File: config.mk
export PLATFORM = sky130hd
export DESIGN_NAME = hdlc_evt_unit
export DESIGN_NICKNAME = d
export VERILOG_FILES = /design/src/rtl/hdlc_evt_pkg.sv /design/src/rtl/hdlc_line_watch.sv /design/src/rtl/hdlc_evt_store.sv /design/src/rtl/hdlc_irq_mask.sv /design/src/rtl/hdlc_evt_unit.sv
export SDC_FILE = /design/constraint.sdc
export NUM_CORES = 1
export LEC_CHECK = 0
export BUFFER_PORTS_ARGS = -buffer_cell sky130_fd_sc_hd__buf_4
export CAP_MARGIN = 10
export CORE_UTILIZATION = 48
export CTS_BUF_LIST = sky130_fd_sc_hd__clkbuf_8
export DETAILED_ROUTE_END_ITERATION = 6
export PLACE_DENSITY = 0.92
export REMOVE_ABC_BUFFERS = 1
export SLEW_MARGIN = 10
export SYNTH_ARGS = -nofsm -noshare
export SYNTH_HDL_FRONTEND = slang
export SYNTH_SLANG_ARGS = --single-unit
File: constraint.sdc
create_clock -name clk_i -period 1.75 [get_ports clk_i]
set_clock_uncertainty 0.1 [all_clocks]
set_input_delay 0.175 -clock clk_i [delete_from_list [all_inputs] [get_ports clk_i]]
set_output_delay 0.175 -clock clk_i [all_outputs]
set_load 0.1 [all_outputs]
File: src/rtl/hdlc_evt_pkg.sv
package hdlc_evt_pkg;
  localparam int EVT_W = 16;

  localparam int B_RX_BUF  = 0;
  localparam int B_TX_BUF  = 1;
  localparam int B_BUSY    = 2;
  localparam int B_RX_FRM  = 3;
  localparam int B_TX_ERR  = 4;
  localparam int B_GSTOP   = 7;
  localparam int B_IDLE    = 8;
  localparam int B_FLAG    = 9;
  localparam int B_CD_CHG  = 10;
  localparam int B_TX_GLT  = 11;
  localparam int B_RX_GLT  = 12;

  // positions backed by storage; the rest read zero
  localparam logic [EVT_W-1:0] IMPL_MASK = 16'h1F9F;

  typedef logic [EVT_W-1:0] evt_vec_t;
endpackage

File: src/rtl/hdlc_line_watch.sv
module hdlc_line_watch #(
  parameter int          FLAG_W   = 8,
  parameter logic [7:0]  FLAG_PAT = 8'h7E,
  parameter int          IDLE_RUN = 15
) (
  input  logic clk_i,
  input  logic rst_ni,
  input  logic rx_bit_i,
  input  logic rx_bit_en_i,
  output logic flag_evt_o,
  output logic idle_evt_o
);
  localparam int GAP_CW  = $clog2(FLAG_W + 1);
  localparam int IDLE_CW = $clog2(IDLE_RUN + 1);
  localparam logic [GAP_CW-1:0]  GAP_LAST  = GAP_CW'(FLAG_W - 1);
  localparam logic [IDLE_CW-1:0] IDLE_LAST = IDLE_CW'(IDLE_RUN - 1);

  logic [FLAG_W-1:0]  sr_q, sr_nxt;
  logic               flag_act_q;
  logic [GAP_CW-1:0]  gap_q;
  logic [IDLE_CW-1:0] ones_q;
  logic               hit, gap_end, run_end;

  always_comb begin
    sr_nxt  = {sr_q[FLAG_W-2:0], rx_bit_i};
    hit     = rx_bit_en_i && (sr_nxt == FLAG_PAT[FLAG_W-1:0]);
    gap_end = rx_bit_en_i && !hit && flag_act_q && (gap_q == GAP_LAST);
    run_end = rx_bit_en_i && rx_bit_i && (ones_q == IDLE_LAST);
  end

  // flag window: active from first flag until a full octet without one
  always_ff @(posedge clk_i or negedge rst_ni) begin
    if (!rst_ni) begin
      sr_q       <= '0;
      flag_act_q <= 1'b0;
      gap_q      <= '0;
    end else if (rx_bit_en_i) begin
      sr_q <= sr_nxt;
      if (hit) begin
        flag_act_q <= 1'b1;
        gap_q      <= '0;
      end else if (gap_end) begin
        flag_act_q <= 1'b0;
        gap_q      <= '0;
      end else if (flag_act_q) begin
        gap_q <= gap_q + 1'b1;
      end
    end
  end

  always_ff @(posedge clk_i or negedge rst_ni) begin
    if (!rst_ni)                   ones_q <= '0;
    else if (rx_bit_en_i) begin
      if (!rx_bit_i || run_end)    ones_q <= '0;
      else                         ones_q <= ones_q + 1'b1;
    end
  end

  assign flag_evt_o = (hit && !flag_act_q) || gap_end;
  assign idle_evt_o = run_end;
endmodule

File: src/rtl/hdlc_evt_store.sv
module hdlc_evt_store
  import hdlc_evt_pkg::*;
(
  input  logic     clk_i,
  input  logic     rst_ni,
  input  evt_vec_t set_i,
  input  logic     clr_we_i,
  input  evt_vec_t clr_data_i,
  output evt_vec_t evt_o
);
  evt_vec_t evt_q, clr_sel;

  assign clr_sel = clr_we_i ? clr_data_i : '0;

  // new event overrides a same-cycle clear
  always_ff @(posedge clk_i or negedge rst_ni) begin
    if (!rst_ni) evt_q <= '0;
    else         evt_q <= ((evt_q & ~clr_sel) | set_i) & IMPL_MASK;
  end

  assign evt_o = evt_q;
endmodule

File: src/rtl/hdlc_irq_mask.sv
module hdlc_irq_mask
  import hdlc_evt_pkg::*;
(
  input  logic     clk_i,
  input  logic     rst_ni,
  input  logic     mask_we_i,
  input  evt_vec_t mask_data_i,
  input  evt_vec_t evt_i,
  output evt_vec_t mask_o,
  output logic     irq_o
);
  evt_vec_t mask_q;

  always_ff @(posedge clk_i or negedge rst_ni) begin
    if (!rst_ni)        mask_q <= '0;
    else if (mask_we_i) mask_q <= mask_data_i & IMPL_MASK;
  end

  assign mask_o = mask_q;
  assign irq_o  = |(evt_i & mask_q);
endmodule

File: src/rtl/hdlc_evt_unit.sv
module hdlc_evt_unit
  import hdlc_evt_pkg::*;
#(
  parameter int IDLE_RUN = 15
) (
  input  logic        clk_i,
  input  logic        rst_ni,
  input  logic        rx_bit_i,
  input  logic        rx_bit_en_i,
  input  logic        rx_buf_done_i,
  input  logic        tx_buf_done_i,
  input  logic        busy_i,
  input  logic        frame_rx_i,
  input  logic        tx_err_i,
  input  logic        gstop_done_i,
  input  logic        cd_change_i,
  input  logic        tx_glitch_i,
  input  logic        rx_glitch_i,
  input  logic        evt_clr_we_i,
  input  logic [15:0] evt_clr_data_i,
  input  logic        mask_we_i,
  input  logic [15:0] mask_data_i,
  output logic [15:0] event_o,
  output logic [15:0] mask_o,
  output logic        irq_o
);
  logic     flag_evt, idle_evt;
  evt_vec_t set_vec, evt_q;

  hdlc_line_watch #(
    .FLAG_W   (8),
    .FLAG_PAT (8'h7E),
    .IDLE_RUN (IDLE_RUN)
  ) u_watch (
    .clk_i       (clk_i),
    .rst_ni      (rst_ni),
    .rx_bit_i    (rx_bit_i),
    .rx_bit_en_i (rx_bit_en_i),
    .flag_evt_o  (flag_evt),
    .idle_evt_o  (idle_evt)
  );

  always_comb begin
    set_vec            = '0;
    set_vec[B_RX_BUF]  = rx_buf_done_i;
    set_vec[B_TX_BUF]  = tx_buf_done_i;
    set_vec[B_BUSY]    = busy_i;
    set_vec[B_RX_FRM]  = frame_rx_i;
    set_vec[B_TX_ERR]  = tx_err_i;
    set_vec[B_GSTOP]   = gstop_done_i;
    set_vec[B_IDLE]    = idle_evt;
    set_vec[B_FLAG]    = flag_evt;
    set_vec[B_CD_CHG]  = cd_change_i;
    set_vec[B_TX_GLT]  = tx_glitch_i;
    set_vec[B_RX_GLT]  = rx_glitch_i;
  end

  hdlc_evt_store u_store (
    .clk_i      (clk_i),
    .rst_ni     (rst_ni),
    .set_i      (set_vec),
    .clr_we_i   (evt_clr_we_i),
    .clr_data_i (evt_clr_data_i),
    .evt_o      (evt_q)
  );

  hdlc_irq_mask u_irq (
    .clk_i       (clk_i),
    .rst_ni      (rst_ni),
    .mask_we_i   (mask_we_i),
    .mask_data_i (mask_data_i),
    .evt_i       (evt_q),
    .mask_o      (mask_o),
    .irq_o       (irq_o)
  );

  assign event_o = evt_q;
endmodule

## Word-level counts from Yosys, hierarchy flattened

Index checks and enable logic that the tools add are counted.

| word-level totals | value |
|---|---|
| latch bits | 0 |
| ROM bits | 0 |
| word-level logic and storage cells | 39 |
| memory bits (writable) | 0 |
| register bits after elaboration | 38 |
| output and inout port bits | 33 |
| memories kept | 0 |

| operators by class | value |
|---|---|
| reduce and logical (&&, ||, !) cells | 17 |
| bitwise logic cells | 4 |
| div/mod/pow operators | 0 |
| shift-type cells | 0 |
| muxes and demuxes | 7 |
| add/subtract/negate cells | 2 |
| multiply operators | 0 |
| magnitude comparators | 0 |
| equal/unequal tests | 3 |

Operators by type and width:

| kind | number |
|---|---|
| bitwise AND 13 bit | 2 |
| 2-to-1 mux 4 bit | 4 |
| OR reduction 16 bit | 1 |
| 2-to-1 mux 13 bit | 1 |
| inverter 13 bit | 1 |
| bitwise OR 13 bit | 1 |
| adder 4 x 1 -> 4 bit, second input constant | 2 |
| == test 8 x 7 -> 1 bit, second input constant | 1 |
| logical AND 1 bit | 7 |
| == test 4 x 3 -> 1 bit, second input constant | 1 |
| == test 4 bit, second input constant | 1 |
| AND reduction 2 bit | 2 |
| logical NOT 1 bit | 3 |
| nonzero test 3 bit | 1 |
| logical OR 1 bit | 2 |
| 2-to-1 mux 1 bit | 2 |
| nonzero test 2 bit | 1 |

## Logic depth before layout (Yosys ltp)

| logic depth | value |
|---|---|
| word-level depth | 8 |
| mapped depth | 6 |

## Hierarchy

A second synthesis with hierarchy kept.

| second synthesis, totals | value |
|---|---|
| cells, all modules | 155 |
| area, all modules | 1820.5 µm² |

Modules (own cells, without submodules):

| module | seq. area each (µm²) | cells each | area an instance (µm²) | times used |
|---|---|---|---|---|
| hdlc_line_watch | 400.4 | 78 | 860.8 | 1 |
| hdlc_irq_mask | 275.3 | 36 | 504.2 | 1 |
| hdlc_evt_store | 275.3 | 40 | 451.7 | 1 |
| hdlc_evt_unit | 0.0 | 1 | 3.8 | 1 |

## Least setup slack after synthesis

Ideal clock, no wire load.

| timing | value |
|---|---|
| path kind | register to output |
| start point | reg u_irq.mask_q[7], in the netlist u_irq.mask_o[7] |
| end point | out irq_o |
| setup slack | -0.609 ns |
| path buffers | 0 |
| cell stages (with the launch flop) | 4 |
| data arrival time | 2.084 ns |
| data required time | 1.475 ns |
| cells stage by stage | dfrtp_1 > a22o_1 > a221oi_1 > nand3_1 |

| between the ends | value |
|---|---|
| longest elaborated chain between the ends | 2 |

RTL lines:

| item | line | text |
|---|---|---|
| start, declared | hdlc_irq_mask.sv:12 | `evt_vec_t mask_q;` |
| start signal, assigned | hdlc_irq_mask.sv:16 | `else if (mask_we_i) mask_q <= mask_data_i & IMPL_MASK;` |
| bitwise AND 13 bit | hdlc_irq_mask.sv:20 | `assign irq_o = \|(evt_i & mask_q);` |
| OR reduction 16 bit | hdlc_irq_mask.sv:20 |  |
| end, declared | hdlc_evt_unit.sv:25 | `output logic irq_o` |

Every way passes these cells.

## Worst setup path in the final report

Ends and elaborated chain as after synthesis.

==> impl_summary.txt <==
----------------------------------------------------
[Status]
  Run status ... finished, violations left
  Failing checks ... negative setup slack

[STA]
  Final-report max-slew violation count ... 0
  Timing-limited maximum frequency ... 567 MHz
  Total count of hold-check failures in the final report ... 0
  Final worst slack ... -0.0138 ns
  Final setup viols ... 1
  Final worst path period need ... 1.76 ns
  Tcrit/Tclk final ... 101%
  RSZ-0062 raised after global routing ... true

[Global route]
  Wire length of the first global-routing pass ... 5930 µm
  Number of global-route vias before repair ... 1293
  Antenna violations before repair ... 0
  Largest net degree at the start of global routing ... 39
  GRT Util Overall ... 20.2%
  Total gr overflow ... 0

[Synthesis]
  Synthesized-area fraction occupied by adder cells ... 2.15%
  Post-synth cell types ... 28
  Mux share of post-synthesis cell area ... 13.4%
  Synthesized-area fraction occupied by xor and xnor cells ... 0%
  Fraction of post-synthesis cell area in the top cell type by area ... 54.5%
  Average instance area after synthesis ... 12.1 µm²
  Flip-flop and latch count after synthesis ... 38
  Cell type with the largest total area after synthesis ... sky130_fd_sc_hd__dfrtp_1
  Gate Count Post-Synth ... 144
  Area contributors post-synth ... sky130_fd_sc_hd__dfrtp_1, sky130_fd_sc_hd__mux2_2, sky130_fd_sc_hd__a21o_1
  Post-synthesis cell area ... 0.00175 mm²
  Portion of the post-synthesis area used by sequential elements ... 54.5%
  Synth Warn # ... 0
  Combinational family with the most area after synthesis ... multiplexers
  Post-synthesis compound-gate area fraction ... 12.0%
  Simple-gate portion of the synthesized area ... 11.8%

[Drt]
  Mean number of vias per cell ... 5.10
  Initial DRT Pass Iterations ... 4
  Routed length on met3 ... 201 µm
  Routed wire length ... 3630 µm
  Routed via count ... 1351
  Starting DRT DRC Count ... 45
  Average wire per standard cell ... 13.7 µm
  Residual DRC count ... 0
  Residual antenna-violating net count after detailed routing ... 0
  Length of routed wiring on met1 ... 1490 µm
  Met2 WL ... 1900 µm
  Top routing layer in use ... met4

[Floorplanning]
  DIE HEIGHT ... 62.3 µm
  Std-Cell Core Area ... 0.00342 mm²
  Die Wd ... 62.3 µm
  Num ports ... 80
  Initial core utilization ... 51.1%
  Die area ... 0.00388 mm²
  Number of placement rows ... 21

[Clock tree]
  Count of H-tree levels built during CTS ... 2
  Total clock sinks ... 38
  Number of buffers added by the clock tree synthesis step ... 5
  Clock-pin transition on the worst setup and hold timing paths ... 0.07 ns
  CTS tree ... built
  Max Root-Sink Buffers ... 2
  Buffer type at the clock tree root ... sky130_fd_sc_hd__clkbuf_8
  Later-pin clock latency in the skew report ... 0.28 ns

[Hold path]
  Class of the most critical hold timing path ... primary input to flop

[Placement]
  IO buf count ... 59
  Placed instance count ... 244
  Final estimated routing congestion in global placement ... 0.743
  Placed wire-length estimate after detailed placement ... 2450 µm

[Finish]
  Proportion of layout cells with a drive suffix above 1 ... 44.3%
  Final standard cell utilization of the core ... 70.9%
  Area delta synth->final ... 38.7%
  Net count of the finished layout ... 269
  Top library cells by usage in the layout, fill and taps aside ... sky130_fd_sc_hd__buf_4, sky130_fd_sc_hd__dfrtp_1, sky130_fd_sc_hd__nand2_1
  Cell Count, Final, Fillers Out ... 265
  Ant diodes ... 0
  Most common cell after layout, fill and taps aside ... sky130_fd_sc_hd__buf_4
  FILL cells ... 264

[Pwr]
  Leakage power ... 0.00119 µW
  Sequential share of power ... 45.2%
  Net switching power ... 902 µW
  Internal Power ... 1490 µW
  Worst vdd ir ... 0.542 mV
  Clk network pwr share ... 22.9%
  Switching fraction of total power ... 37.7%
  Fraction of power consumed by combinational cells ... 31.9%
  Total power divided by cell area ... 989 mW/mm²

[Worst setup path]
  Crit path max fanout ... 3
  Sort of element at the end of the critical path ... output pin
  Required arrival time at the worst endpoint ... 1.47 ns
  Path type of the worst setup path ... flop to output pin
  Worst Path Arrival ... 1.49 ns
  Setup crit start kind ... flop

[Job]
  Number of max-cap violations ... 0

----------------------------------------------------
## critical path, stage by stage, from the launching register on
cell and delay [ns]:
sky130_fd_sc_hd__dfrtp_1 0.40, sky130_fd_sc_hd__a22o_1 0.26, sky130_fd_sc_hd__a221oi_2 0.19, sky130_fd_sc_hd__nand3_1 0.15, sky130_fd_sc_hd__buf_12 0.20
## layout make-up
class | instances | area (µm²) | share of cell area, %
tap | 46 | 57.6 | 2.38
inverter | 3 | 11.3 | 0.465
clock inverter | 2 | 10.0 | 0.413
multi-input combinational | 98 | 737 | 30.4
sequential | 38 | 951 | 39.3
timing repair buffer | 73 | 586 | 24.2
clock buffer | 5 | 68.8 | 2.84
## synthesized netlist by cell type (all sizes together)
cell / count
ha: 3
nor3: 1
conb: 1
a22o: 6
o2bb2ai: 1
nand3: 5
nand4b: 2
mux2: 19
a221oi: 2
o21ai: 6
dfrtp: 38
mux2i: 2
a222oi: 1
a31o: 1
nand4: 1
nand2: 20
a21oi: 1
inv: 3
clkbuf: 2
nor4b: 1
a21o: 10
nand2b: 1
nor2: 4
buf: 12
and3b: 1
## flip-flops by register name, summed over array words and instances, names as in the netlist
signal / cells
u_watch.flag_act_q: 1
u_watch.ones_q: 4
u_store.evt_o: 11
u_irq.mask_o: 11
u_watch.sr_q: 7
u_watch.gap_q: 4
## cell families (layout without fill, tap and decap cells)
kind of cell,count (synthesis),count (layout)
DFF,38,38
and+or+nand+nor,36,36
AOI/OAI and AO/OA,28,28
muxes,21,21
buffers and inverters,17,83
adders and majority gates,3,3
other,1,10
## timing repair
action,in CTS,in global routing
resized for setup,5,0
buffers inserted,4,0
endpoints found under the hold margin,47,0
setup endpoints to repair,1,1
hold buffers,10,0
pin swaps,3,2
## metrics by stage
stage	TNS [ns]	total power [µW]	setup slack, ns	hold WS [ns]	area (µm²)
global route	-0.123	2500	-0.123	0.00747	2420
finish	-0.0138	2390	-0.0138	0.0180	2420
detailed placement	0	1830	0.193	0.0620	2190
CTS	-0.0271	2410	-0.0271	0.00943	2420
floorplan	-0.609	1620	-0.609	-0.221	1690
global placement	0	1810	0.199	0.0627	2190
## per-layer routing
metal  global-route usage [%]  vias to the layer above
li1                         -                      641
met1                     23.2                      662
met2                     35.6                       42
met3                     6.62                        6
met4                     6.10                        0
met5                        0                        -
## power by group through the flow
stage | combinational, µW | sequential, µW | clock [µW]
after floorplan | 254 | 1370 | 0
after global placement | 724 | 1090 | 0
after detailed placement | 733 | 1090 | 0
after CTS | 766 | 1080 | 569
after global routing | 799 | 1100 | 601
final | 764 | 1080 | 548
## worst paths after layout
kind | slack [ns] | start | cells past startpoint | to
min | 0.02 | mask_data_i[12] | 2 | u_irq.mask_o[12]$_DFFE_PN0P_
max in group asynchronous | 0.93 | rst_ni | 2 | u_store.evt_o[0]$_DFF_PN0_
min in group asynchronous | 0.29 | rst_ni | 2 | u_watch.gap_q[2]$_DFFE_PN0P_
max reg2reg | 0.20 | u_watch.gap_q[0]$_DFFE_PN0P_ | 4 | u_watch.gap_q[3]$_DFFE_PN0P_
max | -0.01 | u_irq.mask_o[7]$_DFFE_PN0P_ | 4 | irq_o
min reg2reg | 0.41 | u_watch.sr_q[6]$_DFFE_PN0P_ | 1 | u_watch.sr_q[6]$_DFFE_PN0P_
No activity file was read; power rests on OpenSTA's default activity.
